## src/rtl/rse_pkg.sv

```systemverilog
package rse_pkg;

  typedef enum logic [1:0] {
    OP_NOP   = 2'd0,
    OP_CALL  = 2'd1,
    OP_ALLOC = 2'd2,
    OP_RET   = 2'd3
  } rse_op_e;

  typedef enum logic [1:0] {
    XS_IDLE  = 2'd0,
    XS_SPILL = 2'd1,
    XS_FILL  = 2'd2
  } rse_xs_e;

endpackage

```

## src/rtl/rse_frame_stack.sv

```systemverilog
// LIFO of saved caller (base, size) pairs.
module rse_frame_stack #(
  parameter int DEPTH = 8,
  parameter int PW    = 6,
  parameter int SW    = 7
) (
  input  logic          clk,
  input  logic          rst_n,
  input  logic          push,
  input  logic          pop,
  input  logic [PW-1:0] push_base,
  input  logic [SW-1:0] push_size,
  output logic [PW-1:0] top_base,
  output logic [SW-1:0] top_size,
  output logic          full,
  output logic          empty
);
  localparam int CW = $clog2(DEPTH + 1);
  localparam int IW = (DEPTH > 1) ? $clog2(DEPTH) : 1;

  logic [PW-1:0] base_q [DEPTH];
  logic [SW-1:0] size_q [DEPTH];
  logic [CW-1:0] cnt_q;
  logic [CW-1:0] cnt_m1;
  logic [IW-1:0] top_idx;

  assign full    = (cnt_q == CW'(DEPTH));
  assign empty   = (cnt_q == '0);
  assign cnt_m1  = cnt_q - 1'b1;
  assign top_idx = empty ? '0 : cnt_m1[IW-1:0];

  for (genvar i = 0; i < DEPTH; i++) begin : g_slot
    always_ff @(posedge clk or negedge rst_n) begin
      if (!rst_n) begin
        base_q[i] <= '0;
        size_q[i] <= '0;
      end else if (push && !full && (cnt_q == CW'(i))) begin
        base_q[i] <= push_base;
        size_q[i] <= push_size;
      end
    end
  end

  always_ff @(posedge clk or negedge rst_n) begin
    if (!rst_n)                cnt_q <= '0;
    else if (push && !full)    cnt_q <= cnt_q + 1'b1;
    else if (pop && !empty)    cnt_q <= cnt_q - 1'b1;
  end

  assign top_base = base_q[top_idx];
  assign top_size = size_q[top_idx];
endmodule

```

## src/rtl/rse_rename.sv

```systemverilog
// Virtual-to-physical register index translation through the frame base.
module rse_rename #(
  parameter int PHYS = 64,
  parameter int PW   = 6,
  parameter int SW   = 7
) (
  input  logic [PW-1:0] base,
  input  logic [SW-1:0] size,
  input  logic          blocked,
  input  logic [SW-1:0] vreg,
  output logic [PW-1:0] preg,
  output logic          hit
);
  logic [SW-1:0] v_fold;
  logic [SW:0]   sum;
  logic [SW:0]   wrapped;

  always_comb begin
    v_fold  = (vreg >= SW'(PHYS)) ? vreg - SW'(PHYS) : vreg;
    sum     = (SW+1)'(base) + (SW+1)'(v_fold);
    wrapped = (sum >= (SW+1)'(PHYS)) ? sum - (SW+1)'(PHYS) : sum;
  end

  assign preg = wrapped[PW-1:0];
  assign hit  = !blocked && (vreg < size);
endmodule

```

## src/rtl/rse_xfer_seq.sv

```systemverilog
// Spill/fill sequencer: one register per valid/ready handshake.
module rse_xfer_seq import rse_pkg::*; #(
  parameter int PHYS = 64,
  parameter int PW   = 6,
  parameter int SW   = 7,
  parameter int AW   = 10
) (
  input  logic          clk,
  input  logic          rst_n,
  input  logic          start_spill,
  input  logic          start_fill,
  input  logic [SW-1:0] start_cnt,
  input  logic [PW-1:0] start_preg,
  input  logic [AW-1:0] start_addr,
  output logic          busy,
  output logic          fire,
  output logic          mem_valid,
  output logic          mem_write,
  output logic [AW-1:0] mem_addr,
  output logic [PW-1:0] mem_preg,
  input  logic          mem_ready
);
  rse_xs_e       st_q;
  logic [SW-1:0] rem_q;
  logic [PW-1:0] preg_q;
  logic [AW-1:0] addr_q;
  logic [PW-1:0] preg_up;
  logic [PW-1:0] preg_dn;

  assign busy      = (st_q != XS_IDLE);
  assign mem_valid = busy;
  assign mem_write = (st_q == XS_SPILL);
  assign mem_addr  = addr_q;
  assign mem_preg  = preg_q;
  assign fire      = mem_valid && mem_ready;

  always_comb begin
    preg_up = (preg_q == PW'(PHYS - 1)) ? '0 : preg_q + 1'b1;
    preg_dn = (preg_q == '0) ? PW'(PHYS - 1) : preg_q - 1'b1;
  end

  always_ff @(posedge clk or negedge rst_n) begin
    if (!rst_n) begin
      st_q   <= XS_IDLE;
      rem_q  <= '0;
      preg_q <= '0;
      addr_q <= '0;
    end else begin
      case (st_q)
        XS_IDLE: begin
          if ((start_spill || start_fill) && (start_cnt != '0)) begin
            st_q   <= start_spill ? XS_SPILL : XS_FILL;
            rem_q  <= start_cnt;
            preg_q <= start_preg;
            addr_q <= start_addr;
          end
        end
        XS_SPILL, XS_FILL: begin
          if (fire) begin
            rem_q <= rem_q - 1'b1;
            if (st_q == XS_SPILL) begin
              preg_q <= preg_up;
              addr_q <= addr_q + 1'b1;
            end else begin
              preg_q <= preg_dn;
              addr_q <= addr_q - 1'b1;
            end
            if (rem_q == SW'(1)) st_q <= XS_IDLE;
          end
        end
        default: st_q <= XS_IDLE;
      endcase
    end
  end
endmodule

```

## src/rtl/rse_engine.sv

```systemverilog
// Register stack frame engine top.
module rse_engine import rse_pkg::*; #(
  parameter  int PHYS   = 64,
  parameter  int DEPTH  = 8,
  parameter  int MEM_AW = 10,
  localparam int PW     = $clog2(PHYS),
  localparam int SW     = $clog2(PHYS + 1)
) (
  input  logic              clk,
  input  logic              rst_n,
  input  logic [1:0]        cmd_op,
  input  logic [SW-1:0]     cmd_size,
  input  logic [SW-1:0]     lk_vreg,
  output logic [PW-1:0]     lk_preg,
  output logic              lk_hit,
  output logic              stall,
  output logic              err,
  output logic              mem_valid,
  output logic              mem_write,
  output logic [MEM_AW-1:0] mem_addr,
  output logic [PW-1:0]     mem_preg,
  input  logic              mem_ready
);
  logic [PW-1:0]     bof_q;
  logic [SW-1:0]     sof_q;
  logic [SW-1:0]     ndirty_q;
  logic [MEM_AW-1:0] mtop_q;
  logic              err_q;

  rse_op_e       op;
  logic          go;
  logic          call_ok, ret_ok, alloc_go, bad_cmd;
  logic [SW-1:0] req;
  logic [SW-1:0] room;
  logic          need_spill;
  logic [SW-1:0] spill_cnt;
  logic [PW-1:0] spill_first;
  logic [PW-1:0] call_base;
  logic          need_fill;
  logic [SW-1:0] deficit;
  logic [PW-1:0] fill_first;
  logic          busy, fire;

  logic          stk_full, stk_empty;
  logic [PW-1:0] top_base;
  logic [SW-1:0] top_size;

  function automatic logic [PW-1:0] mod_phys(input logic [SW:0] s);
    logic [SW:0] t;
    t = (s >= (SW+1)'(PHYS)) ? s - (SW+1)'(PHYS) : s;
    return t[PW-1:0];
  endfunction

  always_comb begin
    op        = rse_op_e'(cmd_op);
    go        = !busy;
    call_ok   = go && (op == OP_CALL) && !stk_full;
    ret_ok    = go && (op == OP_RET) && !stk_empty;
    alloc_go  = go && (op == OP_ALLOC);
    bad_cmd   = go && (((op == OP_CALL) && stk_full) || ((op == OP_RET) && stk_empty));

    req        = (cmd_size > SW'(PHYS)) ? SW'(PHYS) : cmd_size;
    room       = SW'(PHYS) - ndirty_q;
    need_spill = alloc_go && (req > room);
    spill_cnt  = req - room;
    // oldest resident caller register sits ndirty below the base
    spill_first = mod_phys((SW+1)'(bof_q) + (SW+1)'(PHYS) - (SW+1)'(ndirty_q));

    call_base  = mod_phys((SW+1)'(bof_q) + (SW+1)'(sof_q));

    need_fill  = ret_ok && (top_size > ndirty_q);
    deficit    = top_size - ndirty_q;
    fill_first = mod_phys((SW+1)'(top_base) + (SW+1)'(deficit) + (SW+1)'(PHYS - 1));
  end

  rse_frame_stack #(.DEPTH(DEPTH), .PW(PW), .SW(SW)) u_stack (
    .clk       (clk),
    .rst_n     (rst_n),
    .push      (call_ok),
    .pop       (ret_ok),
    .push_base (bof_q),
    .push_size (sof_q),
    .top_base  (top_base),
    .top_size  (top_size),
    .full      (stk_full),
    .empty     (stk_empty)
  );

  rse_xfer_seq #(.PHYS(PHYS), .PW(PW), .SW(SW), .AW(MEM_AW)) u_seq (
    .clk         (clk),
    .rst_n       (rst_n),
    .start_spill (need_spill),
    .start_fill  (need_fill),
    .start_cnt   (need_spill ? spill_cnt : deficit),
    .start_preg  (need_spill ? spill_first : fill_first),
    .start_addr  (need_spill ? mtop_q : mtop_q - 1'b1),
    .busy        (busy),
    .fire        (fire),
    .mem_valid   (mem_valid),
    .mem_write   (mem_write),
    .mem_addr    (mem_addr),
    .mem_preg    (mem_preg),
    .mem_ready   (mem_ready)
  );

  rse_rename #(.PHYS(PHYS), .PW(PW), .SW(SW)) u_ren (
    .base    (bof_q),
    .size    (sof_q),
    .blocked (busy),
    .vreg    (lk_vreg),
    .preg    (lk_preg),
    .hit     (lk_hit)
  );

  always_ff @(posedge clk or negedge rst_n) begin
    if (!rst_n) begin
      bof_q    <= '0;
      sof_q    <= '0;
      ndirty_q <= '0;
      mtop_q   <= '0;
      err_q    <= 1'b0;
    end else begin
      err_q <= bad_cmd;
      if (fire) begin
        if (mem_write) begin
          ndirty_q <= ndirty_q - 1'b1;
          mtop_q   <= mtop_q + 1'b1;
        end else begin
          mtop_q   <= mtop_q - 1'b1;
        end
      end else if (call_ok) begin
        bof_q    <= call_base;
        ndirty_q <= ndirty_q + sof_q;
        sof_q    <= '0;
      end else if (alloc_go) begin
        sof_q    <= req;
      end else if (ret_ok) begin
        bof_q    <= top_base;
        sof_q    <= top_size;
        ndirty_q <= need_fill ? '0 : ndirty_q - top_size;
      end
    end
  end

  assign stall = busy;
  assign err   = err_q;
endmodule

```

## config.mk

```make
export PLATFORM = sky130hd
export DESIGN_NAME = rse_engine
export DESIGN_NICKNAME = d
export VERILOG_FILES = /design/src/rtl/rse_pkg.sv /design/src/rtl/rse_frame_stack.sv /design/src/rtl/rse_rename.sv /design/src/rtl/rse_xfer_seq.sv /design/src/rtl/rse_engine.sv
export SDC_FILE = /design/constraint.sdc
export NUM_CORES = 1
export LEC_CHECK = 0
export BUFFER_PORTS_ARGS = -buffer_cell sky130_fd_sc_hd__buf_2
export CAP_MARGIN = 20
export CORE_MARGIN = 1.5
export CORE_UTILIZATION = 64
export DETAILED_ROUTE_END_ITERATION = 8
export PLACE_DENSITY = 0.82
export SYNTH_ARGS = -nofsm -noshare
export SYNTH_HDL_FRONTEND = slang
export SYNTH_HIERARCHICAL = 1
export SYNTH_SLANG_ARGS = --single-unit
```

## constraint.sdc

```tcl
create_clock -name clk -period 7.8 [get_ports clk]
set_input_delay 1.17 -clock clk [delete_from_list [all_inputs] [get_ports clk]]
set_output_delay 1.17 -clock clk [all_outputs]
set_load 0.05 [all_outputs]
```

## Yosys cells after proc, flatten, opt, wreduce, memory -nomap -nowiden

Cells that the tools add are included.

| word-level totals | value |
|---|---|
| input bits | 19 |
| register bits | 164 |
| word-level logic and storage cells | 178 |
| output and inout port bits | 27 |

| cells by class | value |
|---|---|
| bitwise logic cells | 2 |
| add/subtract/negate cells | 26 |
| reductions and logical operators | 44 |
| order comparisons | 10 |
| equality and inequality tests | 21 |
| muxes and demuxes | 49 |

Operators by type and width:

| operator | count |
|---|---|
| 7-bit two-way mux | 16 |
| 6-bit two-way mux | 15 |
| 10-bit two-way mux | 5 |
| 8-bit by 7-bit greater-or-equal comparator with 1-bit output, second input constant | 4 |
| 6-bit by 1-bit subtractor with 6-bit output, second input constant | 5 |
| 6-bit by 7-bit adder with 8-bit output | 3 |
| 1-bit logical AND | 23 |
| 7-bit binary-select mux with 3-bit select | 1 |
| 7-bit subtractor | 3 |
| 10-bit by 1-bit adder with 10-bit output, second input constant | 2 |
| 10-bit one-hot mux with 2 select lines | 1 |
| 10-bit by 1-bit subtractor with 10-bit output, second input constant | 2 |
| 6-bit binary-select mux with 3-bit select | 1 |
| 4-bit by 3-bit == test with 1-bit output, second input constant | 4 |
| 7-bit > comparator | 2 |
| 7-bit one-hot mux with 2 select lines | 1 |
| 7-bit by 1-bit subtractor with 7-bit output, second input constant | 2 |
| 6-bit one-hot mux with 2 select lines | 1 |
| 3-bit AND reduction | 4 |
| 6-bit by 7-bit adder with 8-bit output, second input constant | 1 |
| 8-bit by 6-bit adder with 8-bit output, second input constant | 1 |
| 4-bit by 2-bit == test with 1-bit output, second input constant | 2 |
| 2-bit two-way mux | 4 |
| 4-bit two-way mux | 2 |
| 34 further kinds | 47 |

## Longest topological paths before layout

| depth | value |
|---|---|
| word-level depth | 14 |
| gate-level depth with buffers | 29 |
| gate-level depth less buffers | 25 |

## Cells and area by module

Netlist, hierarchy kept.

By module, submodules not included:

| module | times used | seq. area each (sq um) | cells an instance | area each (sq um) |
|---|---|---|---|---|
| rse_frame_stack | 1 | 2702.6 | 445 | 5427.7 |
| rse_engine | 1 | 775.7 | 467 | 3841.2 |
| rse_xfer_seq | 1 | 625.6 | 255 | 2127.0 |
| rse_rename | 1 | 0.0 | 40 | 336.6 |

## Worst setup path before layout

Ideal clock, no wire load.

| path | value |
|---|---|
| path type | register to register |
| from | register u_stack.cnt_q[0] |
| to | register u_seq.addr_q[7] (netlist: u_seq/mem_addr[7]) |
| stages on the path, launching flop included | 27 |
| required time | 7674 ps |
| library setup time | 126 ps |
| buffers on the path | 4 |
| slack | 2759 ps |
| data arrival time | 4915 ps |
| clock period less this slack | 5041 ps |
| path through | dfrtp_1 buf_2 buf_2 inv_1 ha_1 or3b_1 buf_6 clkinv_4 buf_4 o21ai_0 a221oi_1 a21oi_1 inv_1 ha_1 inv_1 fa_1 a21o_1 a21oi_1 o21bai_1 a21oi_1 xnor2_1 mux2_1 nor4_2 a221o_1 or3_1 mux2i_1 a311o_1 |

| on the way | value |
|---|---|
| word-level cells in the longest chain between the ends | 12 |
| elaborated cells between the ends (all ways) | 18 |
| classes of those cells | 2 x add/sub; 1 x order compare; 1 x eq/ne; 5 x mux; 1 x bitwise; 8 x reduce/logical |

Ends and longest elaborated chain:

| what | RTL line | source |
|---|---|---|
| start: declaration | rse_frame_stack.sv:23 | `logic [CW-1:0] cnt_q;` |
| start signal: assignment | rse_frame_stack.sv:46 | `else if (push && !full) cnt_q <= cnt_q + 1'b1;` |
| start signal: assignment | rse_frame_stack.sv:47 | `else if (pop && !empty) cnt_q <= cnt_q - 1'b1;` |
| 4-bit zero test * | rse_frame_stack.sv:28 | `assign empty = (cnt_q == '0);` |
| via stk_empty | rse_engine.sv:44 | `logic stk_full, stk_empty;` |
| 3-bit two-way mux * | rse_frame_stack.sv:30 | `assign top_idx = empty ? '0 : cnt_m1[IW-1:0];` |
| 3-bit inverter with 4-bit output (not written as such) * | rse_frame_stack.sv:51 | `assign top_size = size_q[top_idx];` |
| 7-bit binary-select mux with 3-bit select * | rse_frame_stack.sv:51 |  |
| 7-bit two-way mux (not written as such) * (2 in a row) | rse_frame_stack.sv:51 |  |
| via top_size[0] | rse_engine.sv:46 | `logic [SW-1:0] top_size;` |
| 7-bit subtractor / 7-bit > comparator (equally long branches) | rse_engine.sv:72, rse_engine.sv:71 |  |
| 7-bit two-way mux / 1-bit logical AND (equally long branches) | rse_engine.sv:94, rse_engine.sv:71 |  |
| 7-bit nonzero test / 1-bit logical OR (equally long branches) | rse_xfer_seq.sv:51 | `if ((start_spill \|\| start_fill) && (start_cnt != '0)) begin` |
| 1-bit logical AND * | rse_xfer_seq.sv:51 |  |
| 2-bit by 1-bit != test with 1-bit output (no line) * | -- |  |
| 3-bit AND reduction (no line) * | -- |  |
| end signal: assignment | rse_xfer_seq.sv:55 | `addr_q <= start_addr;` |
| end signal: assignment | rse_xfer_seq.sv:63 | `addr_q <= addr_q + 1'b1;` |
| end signal: assignment | rse_xfer_seq.sv:66 | `addr_q <= addr_q - 1'b1;` |
| end: declaration | rse_xfer_seq.sv:26 | `logic [AW-1:0] addr_q;` |

Mark *: on every way through the listed nets, which the timed path passes. The rest lies on a longest branch. The select of a mux whose other input is x is not followed.
A chain may end at the register's enable or synchronous reset.

## Worst setup path after layout

| path | value |
|---|---|
| from | register u_stack.cnt_q[1] |
| to | register u_seq.rem_q[4] |

| on the way | value |
|---|---|
| word-level cells in the longest chain between the ends | 12 |
| elaborated cells between the ends (all ways) | 20 |
| classes of those cells | 2 x add/sub; 1 x order compare; 1 x eq/ne; 7 x mux; 1 x bitwise; 8 x reduce/logical |

Ends and longest elaborated chain:

| what | RTL line | source |
|---|---|---|
| 4-bit by 1-bit subtractor with 4-bit output / 4-bit zero test (equally long branches) | rse_frame_stack.sv:29, rse_frame_stack.sv:28 |  |
| 3-bit two-way mux * | rse_frame_stack.sv:30 |  |
| 3-bit inverter with 4-bit output (not written as such) * | rse_frame_stack.sv:51 |  |
| 7-bit binary-select mux with 3-bit select * | rse_frame_stack.sv:51 |  |
| 7-bit two-way mux (not written as such) * (2 in a row) | rse_frame_stack.sv:51 |  |
| via top_size[4] | rse_engine.sv:46 |  |
| 7-bit subtractor / 7-bit > comparator (equally long branches) | rse_engine.sv:72, rse_engine.sv:71 |  |
| 7-bit two-way mux / 1-bit logical AND (equally long branches) | rse_engine.sv:94, rse_engine.sv:71 |  |
| 7-bit nonzero test / 1-bit logical OR (equally long branches) | rse_xfer_seq.sv:51 |  |
| 1-bit logical AND | rse_xfer_seq.sv:51 |  |
| 2-bit by 1-bit != test with 1-bit output (no line) | -- |  |
| 3-bit AND reduction (no line) | -- |  |
| end signal: assignment | rse_xfer_seq.sv:53 | `rem_q <= start_cnt;` |
| end signal: assignment | rse_xfer_seq.sv:60 | `rem_q <= rem_q - 1'b1;` |
| end: declaration | rse_xfer_seq.sv:24 | `logic [SW-1:0] rem_q;` |

Marked as above.

==> run_results.csv <==
group,metric,value,unit
outcome,status,"finished clean",
die,coreArea,0.0180,sq mm
final_layout,drive_gt1_frac,0.191,
grt,groute.usage.overall,0.314,
logic_synthesis,netlist_instances,1207,
grt,overflow,0,
worst_setup_path,crit_family,"compound AO/OA/AOI/OAI gates",
sta,fin_crit,5.80,ns
routing,vias,9519,
die,dieArea,0.0192,sq mm
place,dpl_cell_area,0.0120,sq mm
routing,wl,29800,um
worst_setup_path,r2r_slack,2.00,ns
clocking,clock_sinks,164,
place,finalWeightedCongestion,0.939,
place,port_buffers,45,
logic_synthesis,synth_top_cell_area_share,0.350,
flow_run,cap_violations,0,
logic_synthesis,ys_seq_area_frac,0.350,
sta,grt_setup_unrepaired,"false",
worst_setup_path,critPathKind,"reg -> reg",
logic_synthesis,synth_cell_type_count,90,
clocking,cts_root_buf,"clkbuf_16",
worst_setup_path,critPathLaunchType,"flop",
logic_synthesis,synth_seq_cells,164,
routing,via_per_inst,6.51,
die,rows,49,
final_layout,finalInstanceArea,0.0126,sq mm
sta,max_slew_margin,0.326,
logic_synthesis,synth_edf_count,0,
grt,grt_pass1_vias,9145,
die,die_h,138,um
clocking,post_cts_buffers,0,
clocking,clk_path_buf_depth,2,
worst_setup_path,required,8.10,ns
logic_synthesis,ys_async_sr_fraction,1.00,
min_path,hp-class,"reg -> reg",
routing,drt-wirelength-per-cell,20.4,um
worst_setup_path,crit_arrival,6.11,ns
logic_synthesis,netlist.top_cell.by_area,"dfrtp_1",
clocking,cts_tree,"yes",
die,num_io_pins,46,
logic_synthesis,synth-main-ff-cell,"dfrtp_1",
grt,grt_start_max_net_pins,96,
routing,drt_iter0_markers,1045,
die,fp.dieW,138,um
worst_setup_path,worst-path-buf-inv,3,
final_layout,antenna_cells,0,
sta,slew_violations,0,
place,hpwl,20600,um
sta,min_period_over_period,0.744,
clocking,htree_levels,4,
grt,antenna_found_initial,0,
worst_setup_path,end_kind,"flop",
grt,grt_pass1_wl,48400,um
final_layout,fillers,1349,
logic_synthesis,synth_warnings,6,
clocking,clk_latency,0.44,ns
sta,skew,0.0113,ns
sta,worstMarginPinSlew,1.01,ns
worst_setup_path,crit_slowest_cell,"a21boi_2",
sta,setup_viol,0,
sta,finalSetupTns,0,ns
clocking,cts.clk_slew.worst_paths,0.07,ns
sta,hold_viol,0,
logic_synthesis,syn_area_per_cell,9.72,sq um
routing,route.detailed.drc,0,
final_layout,nets,1326,
routing,ant_nets,0,
die,start_util,0.653,
clocking,cts_buffers,17,
sta,fmaxAchievable,172,MHz
routing,firstDrtPassIters,6,
clocking,cts_resized,0,
clocking,hold_buffers,0,
final_layout,area_growth,7.39,%
logic_synthesis,syn_nets,1313,
worst_setup_path,cp_cell_sequence,"inv_1 -> ha_1 -> nand2b_1 -> a21boi_2 -> a221oi_1 -> a21oi_1 -> ha_1 -> inv_1 -> nor2_1 -> a221oi_1 -> o311ai_0 -> mux2_1 -> nor4b_4 -> a221o_1 -> buf_4 -> nor3_1 -> a21oi_1 -> o21ai_1",
worst_setup_path,cpPeakStageDelay,0.69,ns
logic_synthesis,synth_area,0.0117,sq mm
logic_synthesis,ys_top_cells_by_area,"dfrtp_1, mux2_2, ha_1",
worst_setup_path,crit_fanout,17,
cells in the mapped netlist, drive strengths merged (15+ instances only):
library cell / n
nor2: 64
buf: 35
nand3: 26
mux2i: 38
clkbuf: 27
nor3: 39
xnor2: 37
nor2b: 21
nand2b: 25
nand2: 81
xor2: 21
a221oi: 15
mux2: 121
ha: 78
dfrtp: 164
inv: 74
o21ai: 82
a21oi: 61
a21o: 20
registers in the layout (all words and copies together), names as in the netlist:
register	cells
u_stack/size_q	56
mtop_q	10
u_seq/rem_q	7
u_seq/mem_addr	10
u_seq/st_q	2
ndirty_q	7
u_stack/cnt_q	4
sof_q	7
u_seq/mem_preg	6
u_stack/base_q	48
bof_q	6
err	1
final timing paths:
path / from / endpoint / cells past startpoint
worst max-delay path: u_stack/cnt_q[1]$_DFFE_PN0P_ / u_seq/rem_q[4]$_DFFE_PN0P_ / 18
worst min-delay path: u_seq/st_q[1]$_DFFE_PN0P_ / u_seq/st_q[1]$_DFFE_PN0P_ / 2
worst max register to register: u_stack/cnt_q[1]$_DFFE_PN0P_ / u_seq/rem_q[4]$_DFFE_PN0P_ / 18
worst min register to register: u_seq/st_q[1]$_DFFE_PN0P_ / u_seq/st_q[1]$_DFFE_PN0P_ / 2
max in group asynchronous: rst_n / u_seq/rem_q[5]$_DFFE_PN0P_ / 2
min in group asynchronous: rst_n / u_stack/base_q[6]$_DFFE_PN0P_ / 1
logic make-up after synthesis:
group,synth area share
AND/OR/NAND/NOR,0.138
AO/OA/AOI/OAI,0.167
flip-flops,0.350
multiplexers,0.149
buffers and inverters,0.0543
adder cells (fa/ha/maj),0.0985
XOR/XNOR,0.0433
tightest hold or removal path, stage by stage (launching register included):
cell and delay [ns]:
dfrtp_1 0.35, nand2_1 0.05, o31ai_1 0.05
layout make-up:
class                           instances  area, sq um  area share
Timing Repair Buffer                   56          314      0.0249
Multi-Input combinational cell        906         7000       0.556
Inverter                               75          287      0.0227
Clock inverter                         15          180      0.0143
Clock buffer                           17          425      0.0338
Tap cell                              229          287      0.0227
Sequential cell                       164         4110       0.326
through the flow:
step                      setup WS, ns  cells  hold slack [ns]   util
final                             2.00   1462            0.484  0.701
after global routing              1.56   1462            0.511  0.701
after CTS                         2.11   1462            0.482  0.701
after detailed placement          2.16   1430            0.466  0.668
after global placement            2.33   1430            0.461  0.668
after floorplan                   2.76   1207            0.449      -
placed cells by master (no fill, tap or decap), types with 6 or more instances in the layout:
cell type    n
xor2_1      21
mux2_2     119
clkbuf_16   17
a221oi_1    14
mux2i_1     38
o21a_1       9
or3_1        7
nand2b_1    24
xnor2_1     37
nand3_1     26
a21oi_1     59
fa_1         9
o31ai_1     10
a22oi_1      6
inv_1       73
ha_1        78
a31oi_1      7
buf_2       44
o2111a_1     9
o21ai_0     70
and3_1      10
a211oi_1    11
o21ai_1     11
clkinv_8     6
o211ai_1    14
buf_4       11
nand2_1     81
nor2b_1     21
a21o_1      19
nor3_1      36
dfrtp_1    163
nor4_1      10
nor2_1      62
metal layers:
| layer | share of wire | up-vias | GRT usage |
|---|---|---|---|
| met5 | 0 | - | 0 |
| li1 | - | 4411 | - |
| met3 | 0.067 | 62 | 0.0440 |
| met2 | 0.45 | 415 | 0.482 |
| met4 | 0.022 | 0 | 0.0870 |
| met1 | 0.46 | 4631 | 0.467 |
Power is not shown: default switching activity piles up to over one toggle a cycle in this logic, so the estimate is an artifact.
